### config.mk
export PLATFORM = sky130hd
export DESIGN_NAME = snapbuf_bank
export DESIGN_NICKNAME = d
export VERILOG_FILES = /design/src/rtl/snapbuf_pkg.sv /design/src/rtl/snap_counter.sv /design/src/rtl/snap_hold.sv /design/src/rtl/snap_trig.sv /design/src/rtl/snap_readback.sv /design/src/rtl/snapbuf_bank.sv
export SDC_FILE = /design/constraint.sdc
export NUM_CORES = 1
export LEC_CHECK = 0
export ABC_AREA = 1
export BUFFER_PORTS_ARGS = -buffer_cell sky130_fd_sc_hd__buf_2
export CAP_MARGIN = 20
export CORE_ASPECT_RATIO = 0.8
export CORE_MARGIN = 1
export CORE_UTILIZATION = 58
export DETAILED_ROUTE_END_ITERATION = 12
export GPL_ROUTABILITY_DRIVEN = 0
export PLACE_DENSITY = 0.84
export SLEW_MARGIN = 20
export SYNTH_ARGS = -nofsm -noshare
export SYNTH_HDL_FRONTEND = slang
export SYNTH_SLANG_ARGS = --single-unit
### constraint.sdc
create_clock -name clk -period 2.8 [get_ports clk]
set_input_delay 0.56 -clock clk [delete_from_list [all_inputs] [get_ports clk]]
set_output_delay 0.56 -clock clk [all_outputs]
set_load 0.02 [all_outputs]
### src/rtl/snapbuf_pkg.sv
package snapbuf_pkg;

   // Readback target chosen by address decode
   typedef enum logic [1:0] {
      TGT_CNT  = 2'd0,
      TGT_STA  = 2'd1,
      TGT_STB  = 2'd2,
      TGT_NONE = 2'd3
   } rb_target_e;

endpackage

### src/rtl/snap_counter.sv
module snap_counter #(
   parameter int W = 32
) (
   input  logic         clk,
   input  logic         rst,
   input  logic         inc,
   input  logic         clr,
   output logic [W-1:0] q
);

   localparam logic [W-1:0] ONE = {{(W-1){1'b0}}, 1'b1};

   // clear has priority over increment
   always_ff @(posedge clk) begin
      if (rst)
         q <= '0;
      else if (clr)
         q <= '0;
      else if (inc)
         q <= q + ONE;
   end

endmodule

### src/rtl/snap_hold.sv
module snap_hold #(
   parameter int W = 8
) (
   input  logic         clk,
   input  logic         load,
   input  logic [W-1:0] d,
   output logic [W-1:0] q
);

   // capture register without reset, holds until next load
   always_ff @(posedge clk) begin
      if (load)
         q <= d;
   end

endmodule

### src/rtl/snap_trig.sv
module snap_trig #(
   parameter bit ACTIVE_LOW = 1'b0
) (
   input  logic pin,
   output logic fire
);

   generate
      if (ACTIVE_LOW) begin : g_low
         assign fire = ~pin;
      end else begin : g_high
         assign fire = pin;
      end
   endgenerate

endmodule

### src/rtl/snap_readback.sv
module snap_readback
   import snapbuf_pkg::*;
#(
   parameter int BUS_W  = 8,
   parameter int NSUB   = 4,
   parameter int ADDR_W = 3
) (
   input  logic                      clk,
   input  logic                      rst,
   input  logic                      req,
   input  logic [ADDR_W-1:0]         addr,
   input  logic [BUS_W-1:0]          live_lo,
   input  logic [(NSUB-1)*BUS_W-1:0] snap_hi,
   input  logic [BUS_W-1:0]          sta,
   input  logic [BUS_W-1:0]          stb,
   output logic [BUS_W-1:0]          data,
   output logic                      valid
);

   localparam int SUB_W = $clog2(NSUB);
   localparam logic [ADDR_W-1:0] A_STA = ADDR_W'(NSUB);
   localparam logic [ADDR_W-1:0] A_STB = ADDR_W'(NSUB + 1);

   logic [BUS_W-1:0] words [NSUB];
   rb_target_e       tgt;
   logic [BUS_W-1:0] mux;

   // sub-word 0 bypasses the hold register, the rest come from it
   assign words[0] = live_lo;
   generate
      for (genvar k = 1; k < NSUB; k++) begin : g_word
         assign words[k] = snap_hi[(k-1)*BUS_W +: BUS_W];
      end
   endgenerate

   always_comb begin
      if (addr < A_STA)
         tgt = TGT_CNT;
      else if (addr == A_STA)
         tgt = TGT_STA;
      else if (addr == A_STB)
         tgt = TGT_STB;
      else
         tgt = TGT_NONE;

      case (tgt)
         TGT_CNT: mux = words[addr[SUB_W-1:0]];
         TGT_STA: mux = sta;
         TGT_STB: mux = stb;
         default: mux = '0;
      endcase
   end

   always_ff @(posedge clk) begin
      if (rst) begin
         valid <= 1'b0;
         data  <= '0;
      end else begin
         valid <= req;
         data  <= req ? mux : '0;
      end
   end

endmodule

### src/rtl/snapbuf_bank.sv
module snapbuf_bank #(
   parameter int CNT_W           = 32,
   parameter int BUS_W           = 8,
   parameter int ADDR_W          = 3,
   parameter int STB_FIELD_W     = 6,
   parameter bit STB_REVERSED    = 1'b1,
   parameter bit TRIG_ACTIVE_LOW = 1'b1
) (
   input  logic                   clk,
   input  logic                   rst,
   input  logic                   rd_req,
   input  logic [ADDR_W-1:0]      rd_addr,
   output logic [BUS_W-1:0]       rd_data,
   output logic                   rd_valid,
   input  logic                   cnt_inc,
   input  logic [BUS_W-1:0]       stat_a,
   input  logic [STB_FIELD_W-1:0] stat_b,
   input  logic                   snap_trig_pin,
   output logic                   cnt_sampled
);

   localparam int NSUB = CNT_W / BUS_W;
   localparam int HI_W = CNT_W - BUS_W;

   // elaboration-time parameter checks
   generate
      if (CNT_W % BUS_W != 0) begin : g_err_div
         $error("CNT_W must be a multiple of BUS_W");
      end
      if (NSUB < 2 || (NSUB & (NSUB - 1)) != 0) begin : g_err_nsub
         $error("CNT_W/BUS_W must be a power of two of at least 2");
      end
      if (NSUB + 2 > (1 << ADDR_W)) begin : g_err_addr
         $error("ADDR_W too small for the register map");
      end
      if (STB_FIELD_W < 1 || STB_FIELD_W > BUS_W) begin : g_err_fld
         $error("STB_FIELD_W must be within 1..BUS_W");
      end
   endgenerate

   logic             sample_stb;
   logic             ext_fire;
   logic [CNT_W-1:0] cnt_q;
   logic [HI_W-1:0]  cnt_snap;
   logic [BUS_W-1:0] sta_snap;
   logic [BUS_W-1:0] stb_word;
   logic [BUS_W-1:0] stb_snap;

   // read of the lowest sub-word is the sampling event
   assign sample_stb  = rd_req && (rd_addr == '0);
   assign cnt_sampled = sample_stb;

   snap_counter #(.W(CNT_W)) u_cnt (
      .clk (clk),
      .rst (rst),
      .inc (cnt_inc),
      .clr (sample_stb),
      .q   (cnt_q)
   );

   snap_hold #(.W(HI_W)) u_cnt_hold (
      .clk  (clk),
      .load (sample_stb),
      .d    (cnt_q[CNT_W-1:BUS_W]),
      .q    (cnt_snap)
   );

   snap_hold #(.W(BUS_W)) u_sta_hold (
      .clk  (clk),
      .load (sample_stb),
      .d    (stat_a),
      .q    (sta_snap)
   );

   snap_trig #(.ACTIVE_LOW(TRIG_ACTIVE_LOW)) u_trig (
      .pin  (snap_trig_pin),
      .fire (ext_fire)
   );

   // field placement: optional reversal, zero fill above the field
   generate
      for (genvar b = 0; b < BUS_W; b++) begin : g_stb_bit
         if (b >= STB_FIELD_W) begin : g_pad
            assign stb_word[b] = 1'b0;
         end else if (STB_REVERSED) begin : g_rev
            assign stb_word[b] = stat_b[STB_FIELD_W-1-b];
         end else begin : g_fwd
            assign stb_word[b] = stat_b[b];
         end
      end
   endgenerate

   snap_hold #(.W(BUS_W)) u_stb_hold (
      .clk  (clk),
      .load (ext_fire),
      .d    (stb_word),
      .q    (stb_snap)
   );

   snap_readback #(
      .BUS_W  (BUS_W),
      .NSUB   (NSUB),
      .ADDR_W (ADDR_W)
   ) u_rb (
      .clk     (clk),
      .rst     (rst),
      .req     (rd_req),
      .addr    (rd_addr),
      .live_lo (cnt_q[BUS_W-1:0]),
      .snap_hi (cnt_snap),
      .sta     (sta_snap),
      .stb     (stb_snap),
      .data    (rd_data),
      .valid   (rd_valid)
   );

endmodule

==> flow_metrics.tcl, run 1 <==
set metrics [dict create \
    status "completed" \
    hold_violations 0 \
    grt_overflow_total 0 \
    fillers 492 \
    rsz0062_at_grt "false" \
    yosys.cell_types.count 30 \
    ios 32 \
    cp-end-kind "output pin" \
    ys_top_cells_by_area "edfxtp_1, dfxtp_1, nand2_1, inv_1, nor2_1" \
    row_count 25 \
    grt_max_degree 27 \
    areaGrowthSynthToFinish_pct 10.16 \
    grt_usage_pct 25.62 \
    period_share_pct 72.88 \
    fp.dieW_um 91.24 \
    synth_nets 454 \
    antenna_found_initial 0 \
    arrival_ns 1.48 \
    design.die.area_mm2 0.006696 \
    cts_resized 0 \
    io_buffers 31 \
    insertion_delay_ns 0.35 \
    nets 490 \
    hp-class "in2reg" \
    fin_skew_ns 0.009584 \
    slew_violations 0 \
    postCtsSetupRepairBufs 0 \
    cts_root_buf "clkbuf_8" \
    tns_ns 0 \
    cts_max_path_buffers 2 \
    coreArea_mm2 0.006037 \
    drtIter0Drc 142 \
    cts_num_sinks 79 \
    clk_pin_slew_ns 0.08 \
    synthMuxAreaShare_pct 0 \
    vdd_ir_drop_max_mv 0.3682 \
    route.detailed.drc 0 \
    yosysWarnings 0 \
    relSlewSlack_pct 58.11 \
    pwr_density_cell_mw_per_mm2 521.0 \
    fp.dieH_um 73.39 \
    seq_area_frac_synth_pct 53.10 \
    detail_route.first_pass.iterations 4 \
    synth_top_family_by_area "simple AND/OR/NAND/NOR gates" \
    final-setup-viol-count 0 \
    ant_nets 0 \
    min_period_ns 2.041 \
    cts_tree "built" \
    cts_max_level 3 \
    finalPower_w 0.002121 \
    start_util_pct 61.20 \
    cap_violations 0 \
    vias_per_cell 5.257 \
    grt_pass1_vias 2682 \
    synth_top_area_share_pct 30.88 \
    cp-start-kind "input pin" \
    antenna_cells 0 \
    cp.required_ns 2.24 \
    hpwlAfterDp_mm 5.676 \
    synth_compound_area_share_pct 5.994 \
    synth-simple-area-share_pct 32.10 \
    syn_inst 431 \
    routed_wl_mm 7.654 \
    ys_ff_latch 79 \
    p_leak_nw 1.606 \
    wl_per_cell_um 13.84 \
    final_layout_size_suffix_gt1_share_pct 18.86 \
    postSynthAreaPerCell_um2 8.573 \
    worstSetupPathType "in2out" \
    worstPathMaxFanout 16 \
    route.vias.total 2907 \
    postCtsHoldBufs 0 \
    clock.fmax_mhz 490.0 \
    worst_slew_pin_slew_ns 0.6269 \
    yosysTopAreaCell "edfxtp_1" \
    grt_pass1_wl_mm 12.84 \
    cts_made_buffers 9 \
    synth_area_mm2 0.003695 \
    synth_xor_area_share_pct 0.4741 \
    synthAdderAreaFrac_pct 0.3386 \
]
==> worst max-delay path: stages <==
cell and delay [ns]:
buf_2 0.20, nor2_8 0.21, inv_4 0.06, nor3_4 0.22
buf_2 0.22
==> synth_stat cells, drive strengths merged <==
library cell / instances
a22oi: 2
inv: 56
ha: 1
a21oi: 23
nor3b: 1
xor2: 1
nor2: 74
nand4: 13
a31oi: 1
dfxtp: 41
xnor2: 1
edfxtp: 38
nand3: 38
o211ai: 6
clkinv: 1
nand2: 113
o21ai: 8
buf: 8
nor3: 5
==> through the flow <==
step                      cell area (µm²)  hold WS, ns  setup WS [ns]  cells  utilization, %
after detailed placement             3890       0.4488         0.7467    537           64.44
after CTS                            4070       0.3712         0.7521    553           67.42
final                                4070       0.3854         0.7593    553           67.42
after floorplan                      3695       0.4305         0.3574    431               -
after global routing                 4070       0.3614         0.6843    553           67.42
after global placement               3890       0.4437         0.7747    537           64.44
==> kinds of logic after synthesis <==
group,count (synthesis)
AND/OR/NAND/NOR,244
flip-flops,79
buffers and inverters,65
AO/OA/AOI/OAI,40
XOR/XNOR,2
adder cells (fa/ha/maj),1
==> flip-flops by register name, indices dropped and copies added (netlist names) <==
signal	flops
u_cnt.q	32
u_cnt_hold.q	24
u_rb.data	8
u_rb.valid	1
u_sta_hold.q	8
u_stb_hold.q	6
==> path summary, 6_finish.rpt <==
kind	start	endpoint	slack, ns	cells past startpoint
worst max-delay path	rd_addr[0]	cnt_sampled	0.76	5
worst min-delay path	stat_a[6]	u_sta_hold.q[6]$_DFFE_PP_	0.39	1
worst max register to register	u_cnt.q[0]$_SDFFE_PP0P_	u_cnt.q[30]$_SDFFE_PP0P_	1.24	8
worst min register to register	u_cnt.q[30]$_SDFFE_PP0P_	u_cnt_hold.q[22]$_DFFE_PP_	0.48	0
==> where the power goes <==
group | internal [W] | switching (W)
logic | 0.0000375 | 0.0000736
clock network | 0.000329 | 0.000446
registers | 0.00123 | 0.00000956
total | 0.00159 | 0.000529
==> layout make-up <==
| class | count | area [µm²] | share of cell area (%) |
|---|---|---|---|
| inverters | 57 | 219.0 | 5.380 |
| clock inverters | 7 | 56.30 | 1.383 |
| well taps | 81 | 101.3 | 2.490 |
| multi-input cells | 287 | 1438 | 35.32 |
| flip-flops and latches | 79 | 1962 | 48.20 |
| repair buffers | 33 | 170.2 | 4.181 |
| clock buffers | 9 | 123.9 | 3.043 |
==> layer usage <==
metal	vias to the layer above	track usage, %	wire length (µm)
li1	1473	-	-
met1	1341	33.27	3490
met2	80	42.00	3523
met3	13	5.901	491
met4	0	10.76	148
met5	-	0	0
==> layout by cell type (no fill, tap or decap), types with 4 or more instances in the layout <==
cell type / synthesis / final
o211ai_1: 6 / 6
nand2_1: 106 / 106
nand3_2: 4 / 4
dfxtp_1: 41 / 41
clkinvlp_4: 0 / 4
a21oi_1: 23 / 23
buf_2: 1 / 31
nor2_4: 11 / 11
nand3_1: 34 / 34
nor2_1: 51 / 51
clkbuf_8: 0 / 9
nor3_1: 4 / 4
nand4_1: 13 / 13
nor2_2: 11 / 11
edfxtp_1: 38 / 38
nand2_2: 7 / 7
inv_1: 52 / 52
o21ai_0: 7 / 7
Power figures use the tool's default switching activity.
==> run 2: changes to the inputs <==
- clock period: 2.8 -> 1.95 ns (I/O delays scaled with it)
==> run 2 against run 1 <==
Compared with the run above:
- hold slack worse by 0.16 ns
- non-clock buffer count rose by 2
- combinational power is 50% higher
- sequential power grew 44%
- utilization increased by 0.41 points
- count of clock-buffer cells in the layout did not move
- critical path type unchanged
==> flow_metrics.tcl, run 2 (synthesized netlist as in run 1, its figures left out) <==
set metrics [dict create \
    layout_commonest_cell "nand2_1" \
    design.die.area_mm2 0.006696 \
    wl_per_cell_um 14.30 \
    reg_top3 "u_cnt.q: 32 flops, u_cnt_hold.q: 24 flops" \
    routed_wl_mm 7.935 \
    io_buffers 31 \
    pwr_density_cell_mw_per_mm2 755.8 \
    row_count 25 \
    met2_usage_pct 43.01 \
    hold_violations 0 \
    hp-class "in2reg" \
    fp.dieH_um 73.39 \
    worst_slew_pin_slew_ns 0.6307 \
    worstSetupStartpoint "rd_addr[1]" \
    route.vias.total 2935 \
    final_cell_mix "nand2_1, inv_1, nor2_1" \
    top_register "u_cnt.q" \
    rsz0062_at_grt "false" \
    vdd_ir_drop_max_mv 0.5031 \
    period_share_pct 83.14 \
    clock.fmax_mhz 616.8 \
    slew_violations 0 \
    relSlewSlack_pct 57.85 \
    postCtsHoldBufs 0 \
    insertion_delay_ns 0.34 \
    grt_pass1_wl_mm 12.91 \
    status "completed" \
    worstHoldStart "stat_a[6]" \
    route.detailed.drc 0 \
    grt_max_degree 33 \
    cts_made_buffers 9 \
    p_leak_nw 1.630 \
    use_met1_pct 32.02 \
    coreArea_mm2 0.006037 \
    fin_ws_ns 0.3288 \
    antenna_cells 0 \
    multi_input_area_mm2 0.001440 \
    rr_startpoint "u_cnt.q[0]$_SDFFE_PP0P_" \
    grt-busiest-layer "met2" \
    min_period_ns 1.621 \
    antenna_found_initial 0 \
    nets 492 \
    cp-start-kind "input pin" \
    grtUsageMet3_pct 6.418 \
    clk_pin_slew_ns 0.08 \
    cts_max_level 3 \
    largest_reg_flops 32 \
    cap_violations 0 \
    postCtsSetupRepairBufs 0 \
    grt_overflow_total 0 \
    regArea_mm2 0.001962 \
    cts_num_sinks 79 \
    cts_tree "built" \
    cts_root_buf "clkbuf_8" \
    dp_slack_ns 0.1067 \
    cts_max_path_buffers 2 \
    worstPathMaxFanout 10 \
    fp.dieW_um 91.24 \
    fillers 480 \
    post-route-util_pct 67.83 \
    drtIter0Drc 145 \
    vias_per_cell 5.288 \
    final-setup-viol-count 0 \
    ant_nets 0 \
    fin_skew_ns 0.01202 \
    areaGrowthSynthToFinish_pct 10.84 \
    cp-end-kind "output pin" \
    cp.required_ns 1.56 \
    final_layout_size_suffix_gt1_share_pct 18.99 \
    cts_resized 0 \
    start_util_pct 61.20 \
    worstSetupPathType "in2out" \
    grt_pass1_vias 2739 \
    hpwlAfterDp_mm 5.861 \
    grt_usage_pct 25.51 \
    ios 32 \
    arrival_ns 1.23 \
    detail_route.first_pass.iterations 5 \
]
[run 2: cell types whose count changed in the layout (fill, tap and decap cells not counted)]
cell	change
buf_4	+2
bufinv_16	+1
clkinv_1	+2
clkinv_2	+2
clkinvlp_4	-3
inv_6	-2
nand2_1	-1
nand2_2	+1
[run 2: path summary, 6_finish.rpt]
check | end | slack, ns | depth (start not counted)
setup / recovery | cnt_sampled | 0.33 | 5
hold / removal | u_sta_hold.q[6]$_DFFE_PP_ | 0.23 | 1
setup reg to reg | u_cnt.q[30]$_SDFFE_PP0P_ | 0.35 | 9
hold reg to reg | u_cnt_hold.q[22]$_DFFE_PP_ | 0.49 | 0
[run 2: per-layer routing]
metal	share of wire, %	up-vias
met2	47	87
li1	-	1477
met3	5.8	14
met4	1.9	0
met1	45	1357
met5	0	-
[run 2: critical path: stages]
cell and delay, ns:
buf_2 0.18, nor2_8 0.17, inv_4 0.06, nor3_4 0.18, buf_2 0.24
[run 2: area by class of cell]
class	instances	area share [%]
Clock inverter	7	1.558
Inverter	57	5.347
Sequential cell	79	47.91
Tap cell	81	2.475
Timing Repair Buffer	35	4.522
Clock buffer	9	3.025
Multi-Input combinational cell	287	35.17
[run 2: stage by stage]
step	setup TNS [ns]	hold WS (ns)	cell area [µm²]	power [W]	cells
final	0	0.2258	4095	0.003095	555
after global placement	0	0.4749	3908	0.001969	539
after CTS	0	0.2108	4095	0.003112	555
after floorplan	-12.11	0.4305	3706	0.001928	431
after detailed placement	0	0.4700	3908	0.001975	539
after global routing	0	0.2016	4095	0.003191	555
[run 2: report_power, final]
group / switching [W] / leakage, nW / internal, W
registers: 0.0000141 / 0.712 / 0.00176
logic: 0.000109 / 0.824 / 0.0000567
clock network: 0.000575 / 0.0941 / 0.000580
